`config.mk`:
```
export PLATFORM = sky130hd
export DESIGN_NAME = exc_entry_unit
export DESIGN_NICKNAME = d
export VERILOG_FILES = /design/src/rtl/exc_entry_pkg.sv /design/src/rtl/exc_entry_decode.sv /design/src/rtl/exc_entry_regs.sv /design/src/rtl/exc_entry_unit.sv
export SDC_FILE = /design/constraint.sdc
export NUM_CORES = 1
export LEC_CHECK = 0
export ABC_AREA = 0
export CAP_MARGIN = 20
export CORE_AREA = 2 2 194 196
export CTS_CLUSTER_SIZE = 10
export DETAILED_ROUTE_END_ITERATION = 10
export DIE_AREA = 0 0 196 198
export GPL_ROUTABILITY_DRIVEN = 0
export PLACE_DENSITY_LB_ADDON = 0.1
export SLEW_MARGIN = 30
export SYNTH_ARGS = -nofsm -noshare
export SYNTH_HDL_FRONTEND = slang
export SYNTH_SLANG_ARGS = --single-unit
```
`constraint.sdc`:
```
create_clock -name clk -period 7.44 [get_ports clk]
set_input_delay 1.488 -clock clk [delete_from_list [all_inputs] [get_ports clk]]
set_output_delay 1.488 -clock clk [all_outputs]
set_load 0.01 [all_outputs]
```
`src/rtl/exc_entry_pkg.sv`:
```
package exc_entry_pkg;

  // Request kind codes seen on excKind
  typedef enum logic [3:0] {
    KIND_INT        = 4'd0,
    KIND_TLB_MOD    = 4'd1,
    KIND_LD_REFILL  = 4'd2,
    KIND_LD_INVALID = 4'd3,
    KIND_ST_REFILL  = 4'd4,
    KIND_ST_INVALID = 4'd5,
    KIND_ADDR_LD    = 4'd6,
    KIND_ADDR_ST    = 4'd7,
    KIND_SYSCALL    = 4'd8,
    KIND_BREAK      = 4'd9,
    KIND_RESV       = 4'd10,
    KIND_COP        = 4'd11,
    KIND_OVF        = 4'd12,
    KIND_TRAP       = 4'd13
  } exc_kind_e;

  // Handler address selection
  typedef enum logic [1:0] {
    VEC_BASE    = 2'd0,
    VEC_GENERAL = 2'd1,
    VEC_IRQ     = 2'd2,
    VEC_FIXED   = 2'd3
  } vec_sel_e;

  localparam int CODE_W = 5;

  // Strobes from the decode control to the register datapath
  typedef struct packed {
    logic              enter;
    logic [CODE_W-1:0] code;
    logic              wrBadAddr;
    logic              wrTlbCtx;
    logic              loadCe;
    vec_sel_e          vecSel;
  } entry_strobe_t;

  // Field positions decoded by software and neighbouring logic
  localparam int STATUS_EXL    = 1;
  localparam int STATUS_BEV    = 22;
  localparam int STATUS_CU1    = 29;
  localparam int CAUSE_CODE_LO = 2;
  localparam int CAUSE_IV      = 23;
  localparam int CAUSE_CE_LO   = 28;
  localparam int CAUSE_BD      = 31;
  localparam int CE_W          = 2;
  localparam int SET_W         = 4;
  localparam int SHD_CUR_LO    = 0;
  localparam int SHD_PREV_LO   = 6;
  localparam int SHD_EXC_LO    = 12;
  localparam int VPN_W         = 19;
  localparam int ASID_W        = 8;
  localparam int EHI_VPN_LO    = 13;
  localparam int CTX_VPN_LO    = 4;

  // Register port map
  localparam int REG_ADDR_W = 3;
  localparam int NUM_REGS   = 1 << REG_ADDR_W;
  localparam int REG_STATUS = 0;
  localparam int REG_CAUSE  = 1;
  localparam int REG_EPC    = 2;
  localparam int REG_BADVA  = 3;
  localparam int REG_EHI    = 4;
  localparam int REG_CTX    = 5;
  localparam int REG_SHADOW = 6;
  localparam int REG_EBASE  = 7;

endpackage

```
`src/rtl/exc_entry_decode.sv`:
```
module exc_entry_decode
  import exc_entry_pkg::*;
(
  input  logic          excValid,
  input  logic [3:0]    excKind,
  input  logic          exlNow,
  input  logic          bevNow,
  input  logic          ivNow,
  output entry_strobe_t strobe
);

  logic known;

  always_comb begin
    strobe = '0;
    strobe.vecSel = VEC_GENERAL;
    known = 1'b1;
    case (excKind)
      KIND_INT: begin
        strobe.code   = 5'h00;
        strobe.vecSel = ivNow ? VEC_IRQ : VEC_GENERAL;
      end
      KIND_TLB_MOD: begin
        strobe.code      = 5'h01;
        strobe.wrBadAddr = 1'b1;
        strobe.wrTlbCtx  = 1'b1;
      end
      KIND_LD_REFILL, KIND_ST_REFILL: begin
        strobe.code      = (excKind == KIND_LD_REFILL) ? 5'h02 : 5'h03;
        strobe.wrBadAddr = 1'b1;
        strobe.wrTlbCtx  = 1'b1;
        // refill vector uses EXL as it was before this entry
        strobe.vecSel    = exlNow ? VEC_GENERAL : VEC_BASE;
      end
      KIND_LD_INVALID, KIND_ST_INVALID: begin
        strobe.code      = (excKind == KIND_LD_INVALID) ? 5'h02 : 5'h03;
        strobe.wrBadAddr = 1'b1;
        strobe.wrTlbCtx  = 1'b1;
      end
      KIND_ADDR_LD, KIND_ADDR_ST: begin
        strobe.code      = (excKind == KIND_ADDR_LD) ? 5'h04 : 5'h05;
        strobe.wrBadAddr = 1'b1;
      end
      KIND_SYSCALL: strobe.code = 5'h08;
      KIND_BREAK:   strobe.code = 5'h09;
      KIND_RESV:    strobe.code = 5'h0A;
      KIND_COP: begin
        strobe.code   = 5'h0B;
        strobe.loadCe = 1'b1;
      end
      KIND_OVF: begin
        strobe.code   = 5'h0C;
        strobe.vecSel = bevNow ? VEC_FIXED : VEC_GENERAL;
      end
      KIND_TRAP:    strobe.code = 5'h0D;
      default:      known = 1'b0;
    endcase
    strobe.enter = excValid && known;
  end

endmodule

```
`src/rtl/exc_entry_regs.sv`:
```
module exc_entry_regs
  import exc_entry_pkg::*;
#(
  parameter int              XLEN       = 32,
  parameter logic [XLEN-1:0] RESET_VEC  = 32'hBFC0_0000,
  parameter logic [XLEN-1:0] EBASE_RST  = 32'h8000_0000,
  parameter logic [XLEN-1:0] FIXED_VEC  = 32'hBFC0_0200,
  parameter int              INSN_BYTES = 4
) (
  input  logic                  clk,
  input  logic                  rstN,
  input  entry_strobe_t         strobe,
  input  logic [XLEN-1:0]       badAddr,
  input  logic [VPN_W-1:0]      reqVpn2,
  input  logic [ASID_W-1:0]     reqAsid,
  input  logic [CE_W-1:0]       copNum,
  input  logic                  regWrEn,
  input  logic [REG_ADDR_W-1:0] regAddr,
  input  logic [XLEN-1:0]       regWrData,
  output logic [XLEN-1:0]       regRdData,
  input  logic                  stepEn,
  input  logic                  branchEn,
  input  logic [XLEN-1:0]       branchTarget,
  output logic [XLEN-1:0]       pc,
  output logic [XLEN-1:0]       nextPc,
  output logic [XLEN-1:0]       nextNextPc,
  output logic                  redirectValid,
  output logic                  exlNow,
  output logic                  bevNow,
  output logic                  ivNow
);

  localparam logic [XLEN-1:0] STEP       = XLEN'(INSN_BYTES);
  localparam logic [XLEN-1:0] OFF_GEN    = XLEN'(32'h180);
  localparam logic [XLEN-1:0] OFF_IRQ    = XLEN'(32'h200);
  localparam logic [XLEN-1:0] STATUS_RST = XLEN'(1) << STATUS_CU1;

  logic [XLEN-1:0] regQ [NUM_REGS];
  logic [XLEN-1:0] regD [NUM_REGS];
  logic [XLEN-1:0] handler;
  logic            inSlot;
  logic [XLEN-1:0] statusQ, causeQ, shadowQ;

  assign statusQ = regQ[REG_STATUS];
  assign causeQ  = regQ[REG_CAUSE];
  assign shadowQ = regQ[REG_SHADOW];
  assign exlNow  = statusQ[STATUS_EXL];
  assign bevNow  = statusQ[STATUS_BEV];
  assign ivNow   = causeQ[CAUSE_IV];
  assign regRdData = regQ[regAddr];

  assign inSlot = (pc + STEP) != nextPc;

  always_comb begin
    case (strobe.vecSel)
      VEC_BASE:    handler = regQ[REG_EBASE];
      VEC_IRQ:     handler = regQ[REG_EBASE] + OFF_IRQ;
      VEC_FIXED:   handler = FIXED_VEC;
      default:     handler = regQ[REG_EBASE] + OFF_GEN;
    endcase
  end

  // Software write first, entry fields laid over it
  always_comb begin
    for (int i = 0; i < NUM_REGS; i++) regD[i] = regQ[i];
    if (regWrEn) regD[regAddr] = regWrData;
    if (strobe.enter) begin
      regD[REG_STATUS][STATUS_EXL] = 1'b1;
      if (!exlNow && !bevNow) begin
        regD[REG_SHADOW][SHD_PREV_LO +: SET_W] = shadowQ[SHD_CUR_LO +: SET_W];
        regD[REG_SHADOW][SHD_CUR_LO +: SET_W]  = shadowQ[SHD_EXC_LO +: SET_W];
      end
      regD[REG_EPC] = inSlot ? (pc - STEP) : pc;
      regD[REG_CAUSE][CAUSE_BD] = inSlot;
      regD[REG_CAUSE][CAUSE_CODE_LO +: CODE_W] = strobe.code;
      regD[REG_CAUSE][CAUSE_CE_LO +: CE_W] = strobe.loadCe ? copNum : '0;
      if (strobe.wrBadAddr) regD[REG_BADVA] = badAddr;
      if (strobe.wrTlbCtx) begin
        regD[REG_EHI][EHI_VPN_LO +: VPN_W] = reqVpn2;
        regD[REG_EHI][0 +: ASID_W]         = reqAsid;
        regD[REG_CTX][CTX_VPN_LO +: VPN_W] = reqVpn2;
      end
    end
  end

  always_ff @(posedge clk) begin
    if (!rstN) begin
      for (int i = 0; i < NUM_REGS; i++) regQ[i] <= '0;
      regQ[REG_STATUS] <= STATUS_RST;
      regQ[REG_EBASE]  <= EBASE_RST;
      pc            <= RESET_VEC;
      nextPc        <= RESET_VEC + STEP;
      nextNextPc    <= RESET_VEC + STEP + STEP;
      redirectValid <= 1'b0;
    end else begin
      for (int i = 0; i < NUM_REGS; i++) regQ[i] <= regD[i];
      redirectValid <= strobe.enter;
      if (strobe.enter) begin
        pc         <= handler;
        nextPc     <= handler + STEP;
        nextNextPc <= handler + STEP + STEP;
      end else if (stepEn) begin
        pc <= nextPc;
        if (branchEn) begin
          nextPc     <= branchTarget;
          nextNextPc <= branchTarget + STEP;
        end else begin
          nextPc     <= nextNextPc;
          nextNextPc <= nextNextPc + STEP;
        end
      end
    end
  end


  exl_set_chk: assert property (@(posedge clk) disable iff (!rstN)
    strobe.enter |=> statusQ[STATUS_EXL]);


  shadow_hold_chk: assert property (@(posedge clk) disable iff (!rstN)
    (strobe.enter && (exlNow || bevNow) && !(regWrEn && regAddr == REG_ADDR_W'(REG_SHADOW)))
      |=> (shadowQ[SET_W+SHD_PREV_LO-1:0] == $past(shadowQ[SET_W+SHD_PREV_LO-1:0])));


  slot_flag_chk: assert property (@(posedge clk) disable iff (!rstN)
    strobe.enter |=> (causeQ[CAUSE_BD] == ($past(pc) + STEP != $past(nextPc))));


  ce_clear_chk: assert property (@(posedge clk) disable iff (!rstN)
    (strobe.enter && !strobe.loadCe) |=> (causeQ[CAUSE_CE_LO +: CE_W] == '0));


  chain_chk: assert property (@(posedge clk) disable iff (!rstN)
    redirectValid |-> (nextPc == pc + STEP && nextNextPc == pc + STEP + STEP));

endmodule

```
`src/rtl/exc_entry_unit.sv`:
```
module exc_entry_unit
  import exc_entry_pkg::*;
#(
  parameter int              XLEN       = 32,
  parameter logic [XLEN-1:0] RESET_VEC  = 32'hBFC0_0000,
  parameter logic [XLEN-1:0] EBASE_RST  = 32'h8000_0000,
  parameter logic [XLEN-1:0] FIXED_VEC  = 32'hBFC0_0200,
  parameter int              INSN_BYTES = 4
) (
  input  logic                  clk,
  input  logic                  rstN,
  input  logic                  excValid,
  input  logic [3:0]            excKind,
  input  logic [XLEN-1:0]       badAddr,
  input  logic [VPN_W-1:0]      reqVpn2,
  input  logic [ASID_W-1:0]     reqAsid,
  input  logic [CE_W-1:0]       copNum,
  input  logic                  regWrEn,
  input  logic [REG_ADDR_W-1:0] regAddr,
  input  logic [XLEN-1:0]       regWrData,
  output logic [XLEN-1:0]       regRdData,
  input  logic                  stepEn,
  input  logic                  branchEn,
  input  logic [XLEN-1:0]       branchTarget,
  output logic [XLEN-1:0]       pc,
  output logic [XLEN-1:0]       nextPc,
  output logic [XLEN-1:0]       nextNextPc,
  output logic                  redirectValid
);

  entry_strobe_t strobe;
  logic exlNow, bevNow, ivNow;

  exc_entry_decode u_decode (
    .excValid (excValid),
    .excKind  (excKind),
    .exlNow   (exlNow),
    .bevNow   (bevNow),
    .ivNow    (ivNow),
    .strobe   (strobe)
  );

  exc_entry_regs #(
    .XLEN       (XLEN),
    .RESET_VEC  (RESET_VEC),
    .EBASE_RST  (EBASE_RST),
    .FIXED_VEC  (FIXED_VEC),
    .INSN_BYTES (INSN_BYTES)
  ) u_regs (
    .clk           (clk),
    .rstN          (rstN),
    .strobe        (strobe),
    .badAddr       (badAddr),
    .reqVpn2       (reqVpn2),
    .reqAsid       (reqAsid),
    .copNum        (copNum),
    .regWrEn       (regWrEn),
    .regAddr       (regAddr),
    .regWrData     (regWrData),
    .regRdData     (regRdData),
    .stepEn        (stepEn),
    .branchEn      (branchEn),
    .branchTarget  (branchTarget),
    .pc            (pc),
    .nextPc        (nextPc),
    .nextNextPc    (nextNextPc),
    .redirectValid (redirectValid),
    .exlNow        (exlNow),
    .bevNow        (bevNow),
    .ivNow         (ivNow)
  );

endmodule

```
=== Word-level counts from Yosys, hierarchy flattened ===
Memories as Yosys holds them, arrays and structs flattened.
Index checks and enable logic that the tools add are counted.

* Bits in registers: 97
* Memory bits (writable): 256
* Logic and storage cells: 110
* Memories: 1

* Add/subtract/negate cells: 8
* Order comparisons: 2
* Equality and inequality tests: 16
* Muxes and demuxes: 54
* Bitwise logic cells: 11
* Reductions and logical operators: 14

{| class="wikitable"
|+ Memory list
! name !! words !! bits a word !! read ports !! clocked after memory_dff !! wr ports !! line !! source
|-
| u_regs.regQ || 8 || 32 || 9 || 0 || 8 || exc_entry_regs.sv:38 || <nowiki>logic [XLEN-1:0] regQ [NUM_REGS];</nowiki>
|}

{| class="wikitable"
|+ Operator list
! cell !! number
|-
| $mux W32 || 21
|-
| $bwmux W256 || 1
|-
| $mux W256 || 1
|-
| $add A32 B3 Y32 const B || 5
|-
| $demux W32 S3 || 1
|-
| $pmux W32 S3 || 1
|-
| $mux W83 || 1
|-
| $mux W19 || 3
|-
| $pmux W5 S10 || 1
|-
| $add A32 B10 Y32 const B || 1
|-
| $add A32 B9 Y32 const B || 1
|-
| $ne A32 B32 Y1 || 1
|-
| $sub A32 B3 Y32 const B || 1
|-
| $eq A4 B4 Y1 const B || 6
|-
| $eq A4 B3 Y1 const B || 4
|-
| $mux W4 || 4
|-
| $mux W8 || 2
|-
| $reduce_or A14 Y1 || 1
|-
| $mux W1 || 12
|-
| $or A1 B1 Y1 || 10
|-
| $eq A4 B2 Y1 const B || 2
|-
| $mux W2 || 4
|-
| $reduce_or A7 Y1 || 1
|-
| $pmux W2 S3 || 1
|-
| 13 further kinds || 19
|}

=== Depth between registers and ports, before layout ===
* Depth after elaboration: 10
* Mapped depth: 19

=== Modules after synthesis ===
A second synthesis with hierarchy kept.

* Cells, all modules: 2546
* Area, all modules: 20576.0 um2

{| class="wikitable"
|+ By module, submodules not included
! module !! instances !! cells an instance !! area each (um2)
|-
| exc_entry_regs || 1 || 2518 || 20375.8
|-
| exc_entry_decode || 1 || 28 || 200.2
|}

=== Worst setup path after synthesis ===
OpenSTA, ideal clock, no wires.

* Path type: in2reg
* Start: input excKind[2]
* End: register u_regs.nextNextPc[25]
* Library setup time: 0.116 ns
* Arrival: 5.712 ns
* Slack: 1.612 ns
* Cell stages on the path: 18
* Path buffers: 3
* Cell sequence: and3_1 buf_6 nand2_1 clkbuf_1 and2_1 ha_1 nand4_1 or4_1 o22a_1 o31ai_1 a31oi_1 or4_4 nor2b_2 nand3_1 or4_1 buf_2 or4_1 and3_1

* Longest elaborated chain between the ends: 8
* Elaborated cells between the ends (all ways): 27
* Those cells by class: add/sub (2); eq/ne (15); mux (4); reduce/logical (6)

{| class="wikitable"
|+ RTL lines
! what !! line !! source
|-
| start: declaration || exc_entry_unit.sv:13 || <nowiki>input logic [3:0] excKind,</nowiki>
|-
| $eq A4 B3 Y1 / $eq A4 B2 Y1 (equally long branches) || exc_entry_decode.sv:18 || <nowiki>case (excKind)</nowiki>
|-
| $reduce_or A2 Y1 || exc_entry_decode.sv:18 ||
|-
| $pmux W2 S3 || exc_entry_decode.sv:18 ||
|-
| $eq A2 B2 Y1 / $logic_not A2 Y1 (equally long branches) || exc_entry_regs.sv:55 || <nowiki>case (strobe.vecSel)</nowiki>
|-
| $pmux W32 S3 || exc_entry_regs.sv:55 ||
|-
| $add A32 B3 Y32 (2 in series) || exc_entry_regs.sv:101 || <nowiki>nextNextPc <= handler + STEP + STEP;</nowiki>
|-
| $mux W32 || exc_entry_regs.sv:98 || <nowiki>if (strobe.enter) begin</nowiki>
|-
| end signal: assignment || exc_entry_regs.sv:101 ||
|-
| end signal: assignment || exc_entry_regs.sv:106 || <nowiki>nextNextPc <= branchTarget + STEP;</nowiki>
|-
| end signal: assignment || exc_entry_regs.sv:109 || <nowiki>nextNextPc <= nextNextPc + STEP;</nowiki>
|-
| end: declaration || exc_entry_regs.sv:26 || <nowiki>output logic [XLEN-1:0] nextNextPc,</nowiki>
|}

Parallel ways exist; a longest one is shown, timed or not.
A chain may end at the register's enable or synchronous reset.

=== Worst setup path in the final report ===
Same ends and word-level chain as after synthesis.

==> impl_metrics.tcl <==
set metrics [dict create \
    final_area_um2 24300 \
    worst_relative_slew_slack_pct 33.5 \
    cts_buffers 42 \
    cts_tree "built" \
    synth_flop_cell "sky130_fd_sc_hd__dfxtp_1" \
    path_max_fanout 12 \
    hold_path_class "reg -> reg" \
    power_per_cell_area_nw_per_um2 202 \
    clock_pin_slew_worst_setup_and_hold_paths_ps 60 \
    timing.critical_path.to_type "flip-flop" \
    dieArea_um2 38800 \
    worstSkewPairLatency_ps 550 \
    drc 0 \
    grt_pass1_vias 19280 \
    most_frequent_standard_cell_in_the_layout_excluding_fill_and_tap_cells "sky130_fd_sc_hd__nand2_1" \
    first_pass_grt_wire_length_mm 115 \
    grt_max_degree 233 \
    worst_clock_skew_on_the_final_layout_ps 18.7 \
    globalRouteTotalUtil_pct 38.3 \
    core_area_um2 37000 \
    layout_common_cells "sky130_fd_sc_hd__nand2_1, sky130_fd_sc_hd__dfxtp_1, sky130_fd_sc_hd__clkdlybuf4s50_1" \
    setup-tns-final_ps 0 \
    syn-mean-instance-area_um2 8.14 \
    cts_setup_buffers 0 \
    clock.fmax_mhz 159 \
    power_leakage_nw 8.52 \
    synthesis.area_um2 20400 \
    synth.yosys.seq_area_share_pct 34.7 \
    dpl_cell_area_um2 23000 \
    floorplan.die.width_um 196 \
    synth_cell_type_count 87 \
    synth_enable_flop_cells 0 \
    starting_drt_drc_count 2382 \
    finalWirelength_mm 76.6 \
    drv_cap 0 \
    placementRows 71 \
    warnings_synthesis 0 \
    timing_worst_slew_pin_value_ps 995 \
    port-buffer-count 266 \
    synthesized_instance_count 2504 \
    timing.final.setup_violations 0 \
    floorplan.die.height_um 198 \
    initial_core_util_pct 55.2 \
    wire_length_per_cell_um 24.7 \
    timing_hold_violations_final 0 \
    peakVddDrop_uv 156 \
    ys_seq_elements 353 \
    floorplan.io_pins 267 \
    via_count 20622 \
    status "completed" \
    final.period_utilization_pct 84.3 \
    cts.path.max_buffers 3 \
    async_flop_share_pct 0 \
    postSynthNetCount 2648 \
    ant_nets 0 \
    drv_slew 0 \
    setup.reg_to_reg.worst_slack_ps 2340 \
    drt-vias-per-instance 6.66 \
    initial_antenna_violation_count 1 \
    cts_resized 0 \
    flow.area_growth_from_synthesis_pct 19.0 \
    antennaDiodeCount 0 \
    clock_tree.root_cell "sky130_fd_sc_hd__clkbuf_16" \
    drt-pass1-iter-count 6 \
    hpwl_mm 53.3 \
    path_class "in -> reg" \
    min_period_ps 6270 \
    critical_path.startpoint_type "input port" \
    required_time_of_the_worst_setup_path_ps 7880 \
    critical_path_arrival_ps 6720 \
    layout.nets 2756 \
    postCtsHoldBufs 0 \
    globalRoute.totalOverflow 0 \
    htree_levels 2 \
    layout-drive-gt1-share_pct 9.68 \
    cts_sinks 353 \
    rsz0062_at_grt "no" \
]
-- cells in the mapped netlist (29+ instances only) --
| library cell | n | area (um2) |
|---|---|---|
| sky130_fd_sc_hd__nand2_1 | 502 | 1880 |
| sky130_fd_sc_hd__dfxtp_1 | 353 | 7070 |
| sky130_fd_sc_hd__a21oi_1 | 196 | 981 |
| sky130_fd_sc_hd__nor2_1 | 189 | 709 |
| sky130_fd_sc_hd__clkbuf_1 | 187 | 702 |
| sky130_fd_sc_hd__mux2i_1 | 109 | 1090 |
| sky130_fd_sc_hd__a211oi_1 | 101 | 758 |
| sky130_fd_sc_hd__o21ai_0 | 82 | 410 |
| sky130_fd_sc_hd__xnor2_1 | 69 | 604 |
| sky130_fd_sc_hd__mux4_2 | 64 | 1440 |
| sky130_fd_sc_hd__a31oi_1 | 58 | 363 |
| sky130_fd_sc_hd__nand3_1 | 51 | 255 |
| sky130_fd_sc_hd__mux2_2 | 47 | 529 |
| sky130_fd_sc_hd__nor3_1 | 42 | 210 |
| sky130_fd_sc_hd__buf_1 | 29 | 109 |
-- state kept, by name (all words and copies together) (netlist names) --
| signal | count |
|---|---|
| u_regs.redirectValid | 1 |
| u_regs.pc | 32 |
| u_regs.regQ | 256 |
| u_regs.nextNextPc | 32 |
| u_regs.nextPc | 32 |
-- cells by family (layout without fill, tap and decap cells) --
group                      after synthesis  after routing  synth area share [%]
and+or+nand+nor                        980            980                  21.8
adders and majority gates                6              6                 0.368
DFF                                    353            353                  34.7
xor gates and xnor gates                93             93                  4.03
buffers and inverters                  245            365                  4.76
AOI/OAI and AO/OA                      607            607                  19.3
muxes                                  220            220                  15.0
-- critical path: stages --
cell	delay (ps)
sky130_fd_sc_hd__clkdlybuf4s50_1	680
sky130_fd_sc_hd__and3_1	430
sky130_fd_sc_hd__nand2_1	120
sky130_fd_sc_hd__and2_1	170
sky130_fd_sc_hd__ha_1	220
sky130_fd_sc_hd__nand4_1	150
sky130_fd_sc_hd__or4_1	460
sky130_fd_sc_hd__o22ai_1	360
sky130_fd_sc_hd__o21ai_0	300
sky130_fd_sc_hd__nor2_1	200
sky130_fd_sc_hd__nand4_1	120
sky130_fd_sc_hd__a31oi_1	470
sky130_fd_sc_hd__nand4_4	200
sky130_fd_sc_hd__or4_1	700
sky130_fd_sc_hd__or4_1	460
sky130_fd_sc_hd__and3_1	180
-- final cells by class --
class | count | area (um2)
clock buffers | 53 | 1150
fillers | 3125 | 12700
multi-input cells | 1906 | 12500
repair buffers | 298 | 2920
flip-flops and latches | 353 | 7070
well taps | 474 | 593
inverters | 11 | 46.3
clock inverters | 3 | 37.5
-- per-layer routing --
layer	wire length [um]	global-route usage, %
met4	4630	21.6
met2	33700	59.6
met1	29500	50.3
met3	8810	7.29
met5	0	0
-- power by group --
part | switching [W] | total [W] | internal, W
logic | 0.000498 | 0.000900 | 0.000402
clock network | 0.000790 | 0.00186 | 0.00107
registers | 0.000130 | 0.00213 | 0.00200
total | 0.00142 | 0.00490 | 0.00348
-- per-stage QoR --
stage                     util (%)  cells  power, W  setup WS, ps  hold WS (ps)
after floorplan                  -   2504   0.00264          1610           433
after global placement        62.3   3041   0.00302           873           438
after detailed placement      62.4   3041   0.00304           737           443
after CTS                     65.6   3097   0.00488          1270           450
after global routing          65.7   3098   0.00504           712           471
final                         65.7   3098   0.00490          1170           450
-- path summary, 6_finish.rpt --
kind / startpoint / to / cells past startpoint
setup / recovery: excKind[2] / u_regs.nextNextPc[25] / 16
hold / removal: u_regs.regQ[5][2] / u_regs.regQ[5][2] / 2
setup reg to reg: u_regs.regQ[1][23] / u_regs.nextNextPc[25] / 12
hold reg to reg: u_regs.regQ[5][2] / u_regs.regQ[5][2] / 2
No activity file was read; power rests on OpenSTA's default activity.
